--- config.mk ---
export PLATFORM = sky130hd
export DESIGN_NAME = strap_mode_ctrl
export DESIGN_NICKNAME = d
export VERILOG_FILES = /design/src/rtl/smc_pkg.sv /design/src/rtl/smc_strap_latch.sv /design/src/rtl/smc_test_div.sv /design/src/rtl/smc_mode_decode.sv /design/src/rtl/strap_mode_ctrl.sv
export SDC_FILE = /design/constraint.sdc
export NUM_CORES = 1
export LEC_CHECK = 0
export BUFFER_PORTS_ARGS = -buffer_cell sky130_fd_sc_hd__buf_2
export CAP_MARGIN = 20
export CELL_PAD_IN_SITES_DETAIL_PLACEMENT = 0
export CELL_PAD_IN_SITES_GLOBAL_PLACEMENT = 1
export CORE_MARGIN = 3
export CORE_UTILIZATION = 26
export CTS_BUF_LIST = sky130_fd_sc_hd__clkbuf_16
export DETAILED_ROUTE_END_ITERATION = 12
export GPL_TIMING_DRIVEN = 0
export PLACE_DENSITY_LB_ADDON = 0.12
export RECOVER_POWER = 50
export SLEW_MARGIN = 20
export SYNTH_ARGS = -nofsm -noshare
export SYNTH_HDL_FRONTEND = slang
export SYNTH_HIERARCHICAL = 1
export SYNTH_SLANG_ARGS = --single-unit
--- constraint.sdc ---
create_clock -name clk_i -period 1.3 [get_ports clk_i]
set_input_delay 0.065 -clock clk_i [delete_from_list [all_inputs] [get_ports clk_i]]
set_output_delay 0.065 -clock clk_i [all_outputs]
set_load 0.05 [all_outputs]
--- src/rtl/smc_pkg.sv ---
package smc_pkg;
  localparam int NGRP   = 5;
  localparam int NSTRAP = 5;

  localparam int G_CPU = 0;
  localparam int G_MEM = 1;
  localparam int G_BUS = 2;
  localparam int G_REF = 3;
  localparam int G_FIX = 4;

  typedef enum logic [1:0] {
    SRC_SYN  = 2'd0,
    SRC_TCK  = 2'd1,
    SRC_DIV2 = 2'd2,
    SRC_DIV4 = 2'd3
  } src_e;

  typedef enum logic [1:0] {
    MD_NORM = 2'd0,
    MD_TEST = 2'd1,
    MD_SPRD = 2'd2,
    MD_HIZ  = 2'd3
  } mode_e;

  function automatic src_e test_src(input int g);
    case (g)
      G_CPU, G_MEM: return SRC_DIV2;
      G_BUS:        return SRC_DIV4;
      G_REF:        return SRC_TCK;
      default:      return SRC_SYN;
    endcase
  endfunction
endpackage

--- src/rtl/smc_strap_latch.sv ---
module smc_strap_latch #(
  parameter int W      = 5,
  parameter int STAGES = 2
) (
  input  logic         clk_i,
  input  logic         rst_ni,
  input  logic [W-1:0] pins_i,
  output logic [W-1:0] straps_o,
  output logic         done_o
);
  logic [STAGES-1:0] sync_q;
  logic [W-1:0]      straps_q;

  always_ff @(posedge clk_i or negedge rst_ni) begin
    if (!rst_ni) sync_q <= '0;
    else         sync_q <= {sync_q[STAGES-2:0], 1'b1};
  end

  // follows the pins until release completes, then frozen
  always_ff @(posedge clk_i) begin
    if (!sync_q[STAGES-1]) straps_q <= pins_i;
  end

  assign done_o   = sync_q[STAGES-1];
  assign straps_o = straps_q;

  p_done_sticky_r1: assert property (@(posedge clk_i) disable iff (!rst_ni)
    done_o |=> done_o);
  p_strap_hold_r2: assert property (@(posedge clk_i) disable iff (!rst_ni)
    done_o |=> $stable(straps_o));
endmodule

--- src/rtl/smc_test_div.sv ---
module smc_test_div #(
  parameter int DIV_W = 2
) (
  input  logic clk_i,
  input  logic rst_ni,
  input  logic test_i,
  output logic div2_o,
  output logic div4_o
);
  logic [DIV_W-1:0] cnt_q;
  logic             test_q;

  always_ff @(posedge clk_i or negedge rst_ni) begin
    if (!rst_ni) begin
      cnt_q  <= '0;
      test_q <= 1'b0;
    end else begin
      test_q <= test_i;
      if (test_i && !test_q) cnt_q <= '0;
      else                   cnt_q <= cnt_q + 1'b1;
    end
  end

  assign div2_o = cnt_q[0];
  assign div4_o = cnt_q[1];

  p_entry_low_r10: assert property (@(posedge clk_i) disable iff (!rst_ni)
    (test_i && !test_q) |=> (!div2_o && !div4_o));
  p_div2_toggle_r10: assert property (@(posedge clk_i) disable iff (!rst_ni)
    (test_i && test_q) |=> (div2_o != $past(div2_o)));
endmodule

--- src/rtl/smc_mode_decode.sv ---
module smc_mode_decode
  import smc_pkg::*;
(
  input  logic              clk_i,
  input  logic              rst_ni,
  input  logic              active_i,
  input  logic [7:0]        cfg_i,
  output logic              test_o,
  output logic              spread_en_o,
  output logic              spread_down_o,
  output logic              spread_narrow_o,
  output logic [2*NGRP-1:0] grp_src_o,
  output logic [NGRP-1:0]   grp_oe_o
);
  mode_e md;
  assign md = mode_e'(cfg_i[1:0]);

  assign test_o          = active_i && (md == MD_TEST);
  assign spread_en_o     = active_i && (md == MD_SPRD);
  assign spread_down_o   = spread_en_o && cfg_i[2];
  assign spread_narrow_o = spread_en_o && cfg_i[7];

  for (genvar g = 0; g < NGRP; g++) begin : g_grp
    always_comb begin
      grp_src_o[2*g +: 2] = test_o ? test_src(g) : SRC_SYN;
      grp_oe_o[g]         = active_i && (md != MD_HIZ);
    end
  end

  p_hiz_off_r6: assert property (@(posedge clk_i) disable iff (!rst_ni)
    (cfg_i[1:0] == 2'b11) |-> (grp_oe_o == '0));
  p_fix_untouched_r7: assert property (@(posedge clk_i) disable iff (!rst_ni)
    grp_src_o[2*G_FIX +: 2] == SRC_SYN);
endmodule

--- src/rtl/strap_mode_ctrl.sv ---
module strap_mode_ctrl
  import smc_pkg::*;
#(
  parameter int SYNC_STAGES = 2,
  parameter int DIV_W       = 2
) (
  input  logic              clk_i,
  input  logic              rst_ni,
  input  logic [NSTRAP-1:0] strap_i,
  input  logic [7:0]        cfg_i,
  output logic              pin_out_en_o,
  output logic              strap_mode_o,
  output logic              strap_vsel_o,
  output logic [2:0]        freq_code_o,
  output logic              spread_en_o,
  output logic              spread_down_o,
  output logic              spread_narrow_o,
  output logic [2*NGRP-1:0] grp_src_o,
  output logic [NGRP-1:0]   grp_oe_o,
  output logic              tdiv2_o,
  output logic              tdiv4_o
);
  logic [NSTRAP-1:0] straps;
  logic              done;
  logic              test;

  smc_strap_latch #(.W(NSTRAP), .STAGES(SYNC_STAGES)) u_latch (
    .clk_i, .rst_ni, .pins_i(strap_i), .straps_o(straps), .done_o(done)
  );

  smc_mode_decode u_dec (
    .clk_i, .rst_ni, .active_i(done), .cfg_i,
    .test_o(test), .spread_en_o, .spread_down_o, .spread_narrow_o,
    .grp_src_o, .grp_oe_o
  );

  smc_test_div #(.DIV_W(DIV_W)) u_div (
    .clk_i, .rst_ni, .test_i(test), .div2_o(tdiv2_o), .div4_o(tdiv4_o)
  );

  assign pin_out_en_o = done;
  assign strap_mode_o = straps[3];
  assign strap_vsel_o = straps[4];
  assign freq_code_o  = cfg_i[3] ? cfg_i[6:4] : straps[2:0];

  p_no_drive_in_por_r1: assert property (@(posedge clk_i) disable iff (!rst_ni)
    !pin_out_en_o |-> (grp_oe_o == '0));
  p_reg_freq_r4: assert property (@(posedge clk_i) disable iff (!rst_ni)
    (pin_out_en_o && cfg_i[3] && $stable(cfg_i)) |=> (freq_code_o == $past(cfg_i[6:4])));
endmodule

# Yosys cells after proc, flatten, opt, wreduce, memory -nomap -nowiden
# Cells that the tools add are included.
# W data, S select, Z words.
[classes]
mux = 5
n_reduce_logical = 7
addsub = 1
eq_ne = 3
[op_table]
columns = ["operator", "count"]
rows = [
  ["$logic_and A1 B1 Y1", 6],
  ["$mux W2", 3],
  ["$mux W3", 1],
  ["$add A2 B1 Y2 const B", 1],
  ["$eq A2 B1 Y1 const B", 1],
  ["$eq A2 B2 Y1 const B", 1],
  ["$ne A2 B2 Y1 const B", 1],
  ["$logic_not A1 Y1", 1],
  ["$mux W1", 1],
]
[word_totals]
register_bits = 10
elab_cells = 20
in_bits = 15
out_inout_bits = 26

# Depth between registers and ports, before layout
# Gate-level depths: netlist (run 1).
[depth]
ltp_word = 4
ltp_mapped = 3
depth_no_buf = 3

# By module
# The synthesis (run 1) kept the hierarchy.
[by_module_without_submodules]
columns = ["module", "n_inst", "cells_each", "seq_area_each_um2", "area_per_inst_um2"]
rows = [
  ["smc_strap_latch", 1, 9, 200.2, 207.7],
  ["smc_mode_decode", 1, 20, 0.0, 156.4],
  ["smc_test_div", 1, 7, 75.1, 97.6],
  ["strap_mode_ctrl", 1, 3, 0.0, 33.8],
]

# Worst setup path before layout (run 1)
# OpenSTA, ideal clock, no wires.
[synth_timing]
path_kind = "register to output"
from = "register u_latch.sync_q[1]"
to = "output port grp_oe_o[1]"
required_time_ns = 1.235
arrival_time_ns = 2.483
stages_incl_launch_ff = 3
path_slack_ns = -1.248
n_path_buf = 1
cell_sequence = "dfrtp_1 > a21boi_0 > buf_4"
[synth_via]
elab_chain_cells = 1
[synth_lines]
columns = ["item", "line_no", "text"]
rows = [
  ["start, declared", "smc_strap_latch.sv:11", "logic [STAGES-1:0] sync_q;"],
  ["start signal, assigned", "smc_strap_latch.sv:16", "else sync_q <= {sync_q[STAGES-2:0], 1'b1};"],
  ["$logic_and A1 B1 Y1", "-", ""],
  ["end, declared", "strap_mode_ctrl.sv:19", "output logic [NGRP-1:0] grp_oe_o,"],
]
# Every way passes these cells.

# Worst setup path after layout (run 1)
[layout_timing]
from = "register u_latch.sync_q[1]"
to = "output port grp_src_o[4]"
[layout_via]
elab_chain_cells = 2
[layout_lines]
columns = ["item", "line_no", "text"]
rows = [
  ["$logic_and A1 B1 Y1", "smc_mode_decode.sv:18", "assign test_o = active_i && (md == MD_TEST);"],
  ["net test", "strap_mode_ctrl.sv:25", "logic test;"],
  ["$mux W2", "smc_mode_decode.sv:25", "grp_src_o[2*g +: 2] = test_o ? test_src(g) : SRC_SYN;"],
  ["end, declared", "strap_mode_ctrl.sv:18", "output logic [2*NGRP-1:0] grp_src_o,"],
]
# The timed path passes the listed nets, and every way through them passes these cells.

==> reports/qor.txt, run 1 <==
class of the worst hold path: input pin to flop
CTS tree: built
Detailed Place HPWL: 790 µm
multi-input combinational cell area: 137.6 µm²
hold_ws: 0.009174 ns
Worst setup SP type: flop
chip height: 49.66 µm
largest net degree at the start of global routing: 8
initial antenna violation count: 0
period utilisation layout: 0.9770
clock buffer depth: 2
DRC errors left: 0
Met1 Routed Length: 348 µm
number of vias per cell: 3.658
metal2 WL: 516 µm
Netlist cell types: 12
cell count after synthesis: 39
register area: 276.5 µm²
CTS Sinks: 10
CP Class: flop to output port
clock skew: 0.004056 ns
Worst-path clk slew: 0.04 ns
Synth warnings: 6
Final Hold Fails: 0
Rows: 15
Leakage: 0.4778 nW
RD Place Congestion: 0.6302
DRT Pass-1 Iters: 4
Die Width: 49.66 µm
max-slew violations: 0
Final Power: 1.336 mW
Final min period: 1.270 ns
worst path bufs/invs: 2
maxcap violations: 0
nets: 102
post-route setup slack: 0.02996 ns
Setup-failing EPs final: 0
Die ar.: 0.002466 mm²
setup slack at placement: 0.2039 ns
Initial Util: 0.2809
TritonCTS buffer count: 3
I/O pin count: 41
DR top layer: met3
Synth Area per Inst: 12.70 µm²
Pwr per Cell Area: 1481 mW/mm²
CP arrival: 1.21 ns
CP most frequent cell: buf_4
worst path required time: 1.24 ns
Synth Cell Area: 495.5 µm²
ratio of cells with drive above 1 in the final layout: 0.6744
root buf cell: clkbuf_16
DR iter-0 viols: 9
core area: 0.001764 mm²
Seq/Total Area, Yosys: 0.5556
fillcell total: 180
worst slew pin tran: 0.6006 ns
Slew HR: 0.6013
Setup crit end kind: output port
Synth Register Bits: 10
overall global routing resource usage: 0.08142
VDD IR max: 0.001002 V
vias in the first global route: 366
area grow syn2layout: 82.07%
critical-path cell list: and3b_2 > buf_4 > buf_4
CP delay by family, top: flip-flops
Util after Layout: 0.5113
Largest stage delay, worst path: 0.41 ns
total wire length: 997 µm
ant diodes: 0
Max H-tree Level: 1
Worst Path Max Fanout: 6
Routed Antenna Nets: 0
latest clock arrival within the worst-skew pair: 0.23 ns
Overflow after GRT: 0
Buffers on Ports: 35
slowest CP cell: dfrtp_2
f_max: 787.4 MHz
status: finished, final reports clean
RSZ-0062 raised after global routing: yes
Met3 Wirelength: 132 µm
WL/cell: 8.982 µm
first-pass GRT wire length: 1.476 mm
vias: 406
## cell usage after synthesis, drive strengths merged
master,instances,area share
and3b,2,0.040
a21boi,1,0.015
conb,2,0.015
nor2,2,0.015
nor2b,1,0.013
mux2,3,0.068
inv,1,0.0076
edfxtp,5,0.30
buf,14,0.21
xnor2,1,0.018
dfrtp,5,0.25
and4b,2,0.040
## what timing repair did
action                     in CTS  in global routing
pin swaps                       1                  0
setup buffers                   1                  1
hold buffers                    1                  1
setup endpoints to repair       9                 10
resized for setup               9                  7
hold endpoints to repair        5                  1
## path summary, 6_finish.rpt
kind | start | end | slack [ns] | cells past startpoint
max | u_latch/sync_q[1] | grp_src_o[4] | 0.03 | 3
min | strap_i[1] | u_latch/straps_o[1] | 0.009 | 1
max reg2reg | u_latch/sync_q[1] | u_div/cnt_q[1] | 0.19 | 4
min reg2reg | u_latch/sync_q[0] | u_latch/sync_q[1] | 0.35 | 0
max in group asynchronous | rst_ni | u_latch/sync_q[1] | 0.88 | 2
min in group asynchronous | rst_ni | u_div/cnt_q[0] | 0.21 | 2
## logic make-up after synthesis
group	synth area share
XOR/XNOR	0.01768
multiplexers	0.06818
other	0.01516
AO/OA/AOI/OAI	0.01516
AND/OR/NAND/NOR	0.1086
flip-flops	0.5555
buffers and inverters	0.2197
## final cells by class
class | count | share of cell area
Sequential cell | 10 | 0.3065
Multi-Input combinational cell | 18 | 0.1526
Buffer | 14 | 0.1331
Timing Repair Buffer | 39 | 0.2816
Clock buffer | 3 | 0.08322
Inverter | 1 | 0.004161
Clock inverter | 1 | 0.004161
Tap cell | 25 | 0.03467
## cell usage in the layout, fill, tap and decap left out
| cell type | n |
|---|---|
| mux2_2 | 3 |
| buf_6 | 10 |
| clkbuf_16 | 3 |
| and4b_1 | 2 |
| clkbuf_4 | 1 |
| a21boi_4 | 1 |
| dfrtp_2 | 1 |
| edfxtp_1 | 5 |
| dfrtp_1 | 4 |
| and3b_2 | 2 |
| buf_2 | 22 |
| dlygate4sd3_1 | 2 |
| inv_1 | 2 |
| clkbuf_1 | 3 |
| nor2_1 | 2 |
| xnor2_1 | 1 |
| nor2b_1 | 1 |
| buf_4 | 15 |
| conb_1 | 6 |
## stage by stage
step | area, µm² | std cells | TNS, ns
3_3_place_gp | 744.5 | 103 | 0
2_1_floorplan | 538.0 | 43 | -0.1750
5_1_grt | 902.1 | 111 | -0.01141
4_1_cts | 863.3 | 109 | 0
6_report | 902.1 | 111 | 0
3_5_place_dp | 744.5 | 103 | 0
## state kept, by name (all words and copies together) (netlist names)
name and count:
u_div/cnt_q 2, u_latch/straps_o 5, u_div/test_q 1, u_latch/sync_q 2
## layer usage
metal	GRT usage	vias up
li1	-	202
met3	0.06647	0
met1	0.07386	184
met5	0	-
met2	0.1344	20
met4	0.02765	0
## power by group
group	switching [mW]	internal, mW
Combinational	0.284	0.134
Clock	0.127	0.401
Sequential	0.0179	0.371
Total	0.429	0.907
No activity file was read; power rests on OpenSTA's default activity.
==> run 2: changes to the inputs <==
--- a/config.mk
+++ b/config.mk
@@ -16,6 +16,7 @@
 export GPL_TIMING_DRIVEN = 0
 export PLACE_DENSITY_LB_ADDON = 0.12
 export RECOVER_POWER = 50
+export SETUP_SLACK_MARGIN = 0.5
 export SLEW_MARGIN = 20
 export SYNTH_ARGS = -nofsm -noshare
 export SYNTH_HDL_FRONTEND = slang
==> reports/qor.txt, run 2 (same netlist as run 1, synthesis figures left out) <==
setup slack at placement: 0.1160 ns
initial antenna violation count: 0
Die ar.: 0.002466 mm²
Final min period: 1.290 ns
Setup crit end kind: output port
root buf cell: clkbuf_16
DRC errors left: 0
Overflow after GRT: 0
RSZ-0062 raised after global routing: yes
clock buffer depth: 2
commonest non-fill, non-tap cell in the layout: buf_8
R2R cell count: 5
vias: 426
Worst Path Max Fanout: 6
maxcap violations: 0
first-pass GRT wire length: 1.807 mm
CP Class: flop to output port
overall global routing resource usage: 0.09848
worst path required time: 1.24 ns
largest net degree at the start of global routing: 7
M2 GR Usage: 0.1806
number of vias per cell: 3.737
commonest non-fill, non-tap cells in the layout: buf_8 (19), buf_2 (13), buf_6 (8), buf_4 (8), conb_1 (6)
Detailed Place HPWL: 845.6 µm
CP delay by family, top: flip-flops
ant diodes: 0
CP arrival: 1.23 ns
WL/cell: 10.19 µm
Worst-path clk slew: 0.04 ns
Max H-tree Level: 1
Worst setup SP type: flop
CTS tree: built
Slew HR: 0.6027
worst path bufs/invs: 2
DR iter-0 viols: 0
status: finished, final reports clean
Buffers on Ports: 35
period utilisation layout: 0.9927
met1 Use GR: 0.08679
Total Neg Setup Slack: 0 ns
CTS Sinks: 10
VDD IR max: 0.001309 V
Area after DPL: 792.0 µm²
Leakage: 0.5421 nW
vias in the first global route: 425
logic depth of the worst path, buffers included: 3
Die Width: 49.66 µm
clock skew: 0.006006 ns
class of the worst hold path: input pin to flop
RD Place Congestion: 0.6837
Setup-failing EPs final: 0
hold_ws: 0.01130 ns
met3 GRT Util: 0.06344
ratio of cells with drive above 1 in the final layout: 0.7303
DRT Pass-1 Iters: 1
worst slew pin tran: 0.5985 ns
TritonCTS buffer count: 3
max reg flops: 5
area grow syn2layout: 122.7%
chip height: 49.66 µm
Final Hold Fails: 0
Most Crowded Layer GR: met2
max-slew violations: 0
Rows: 15
Largest stage delay, worst path: 0.41 ns
latest clock arrival within the worst-skew pair: 0.23 ns
Initial Util: 0.2809
slowest CP cell: dfrtp_2
hold path depth: 1
total wire length: 1.162 mm
I/O pin count: 41
f_max: 774.9 MHz
Routed Antenna Nets: 0
nets: 105
post-route setup slack: 0.009525 ns
design area: 0.001104 mm²
core area: 0.001764 mm²
Pwr per Cell Area: 1286 mW/mm²
critical-path cell list: and3b_2 > buf_8 > buf_8
CP most frequent cell: buf_8
[run 2: cell type report]
class / count / area [µm²]
flip-flops and latches: 10 / 276.5
repair buffers: 42 / 395.4
clock inverters: 1 / 3.754
multi-input cells: 18 / 158.9
inverters: 1 / 5.005
clock buffers: 3 / 75.07
fillers: 148 / 660.6
well taps: 25 / 31.28
plain buffers: 14 / 157.7
[run 2: worst paths after layout]
| path | startpoint | endpoint | slack, ns |
|---|---|---|---|
| worst min register to register | u_latch/sync_q[0] | u_latch/sync_q[1] | 0.35 |
| worst max-delay path | u_latch/sync_q[1] | grp_src_o[5] | 0.01 |
| max in group asynchronous | rst_ni | u_latch/sync_q[1] | 0.87 |
| min in group asynchronous | rst_ni | u_div/test_q | 0.20 |
| worst min-delay path | strap_i[4] | u_latch/straps_o[4] | 0.01 |
| worst max register to register | u_latch/sync_q[1] | u_div/cnt_q[1] | 0.04 |
[run 2: per-layer routing]
metal	routed length, µm	vias to the layer above	part of all wire
li1	-	210	-
met1	392	192	0.34
met2	662	22	0.57
met3	99	2	0.085
met4	7	0	0.0060
met5	0	-	0
[run 2: worst reg2reg max path, delay by kind of cell, from the launching register on]
family	cells	cell delay, ns
and+or+nand+nor	3	0.50
DFF	1	0.41
buffers and inverters	2	0.26
[run 2: repair_timing]
item,CTS,global route
hold buffers,1,2
endpoints found under the setup margin,29,29
gates cloned,0,0
endpoints found under the hold margin,5,2
pin swaps,1,0
gates resized for setup,48,14
setup buffers,3,1
[run 2: through the flow]
stage | util | cells | total power, mW
after floorplan | - | 43 | 0.7184
final | 0.6255 | 114 | 1.419
after global routing | 0.6255 | 114 | 1.486
after detailed placement | 0.4489 | 103 | 0.8054
after global placement | 0.4489 | 103 | 0.8029
after CTS | 0.5965 | 111 | 1.444
[run 2: power breakdown]
group	leakage [nW]	switching (mW)	total [mW]	internal, mW
sequential	0.108	0.0189	0.390	0.371
combinational	0.395	0.301	0.494	0.193
clock	0.0385	0.132	0.535	0.402
total	0.542	0.453	1.42	0.966
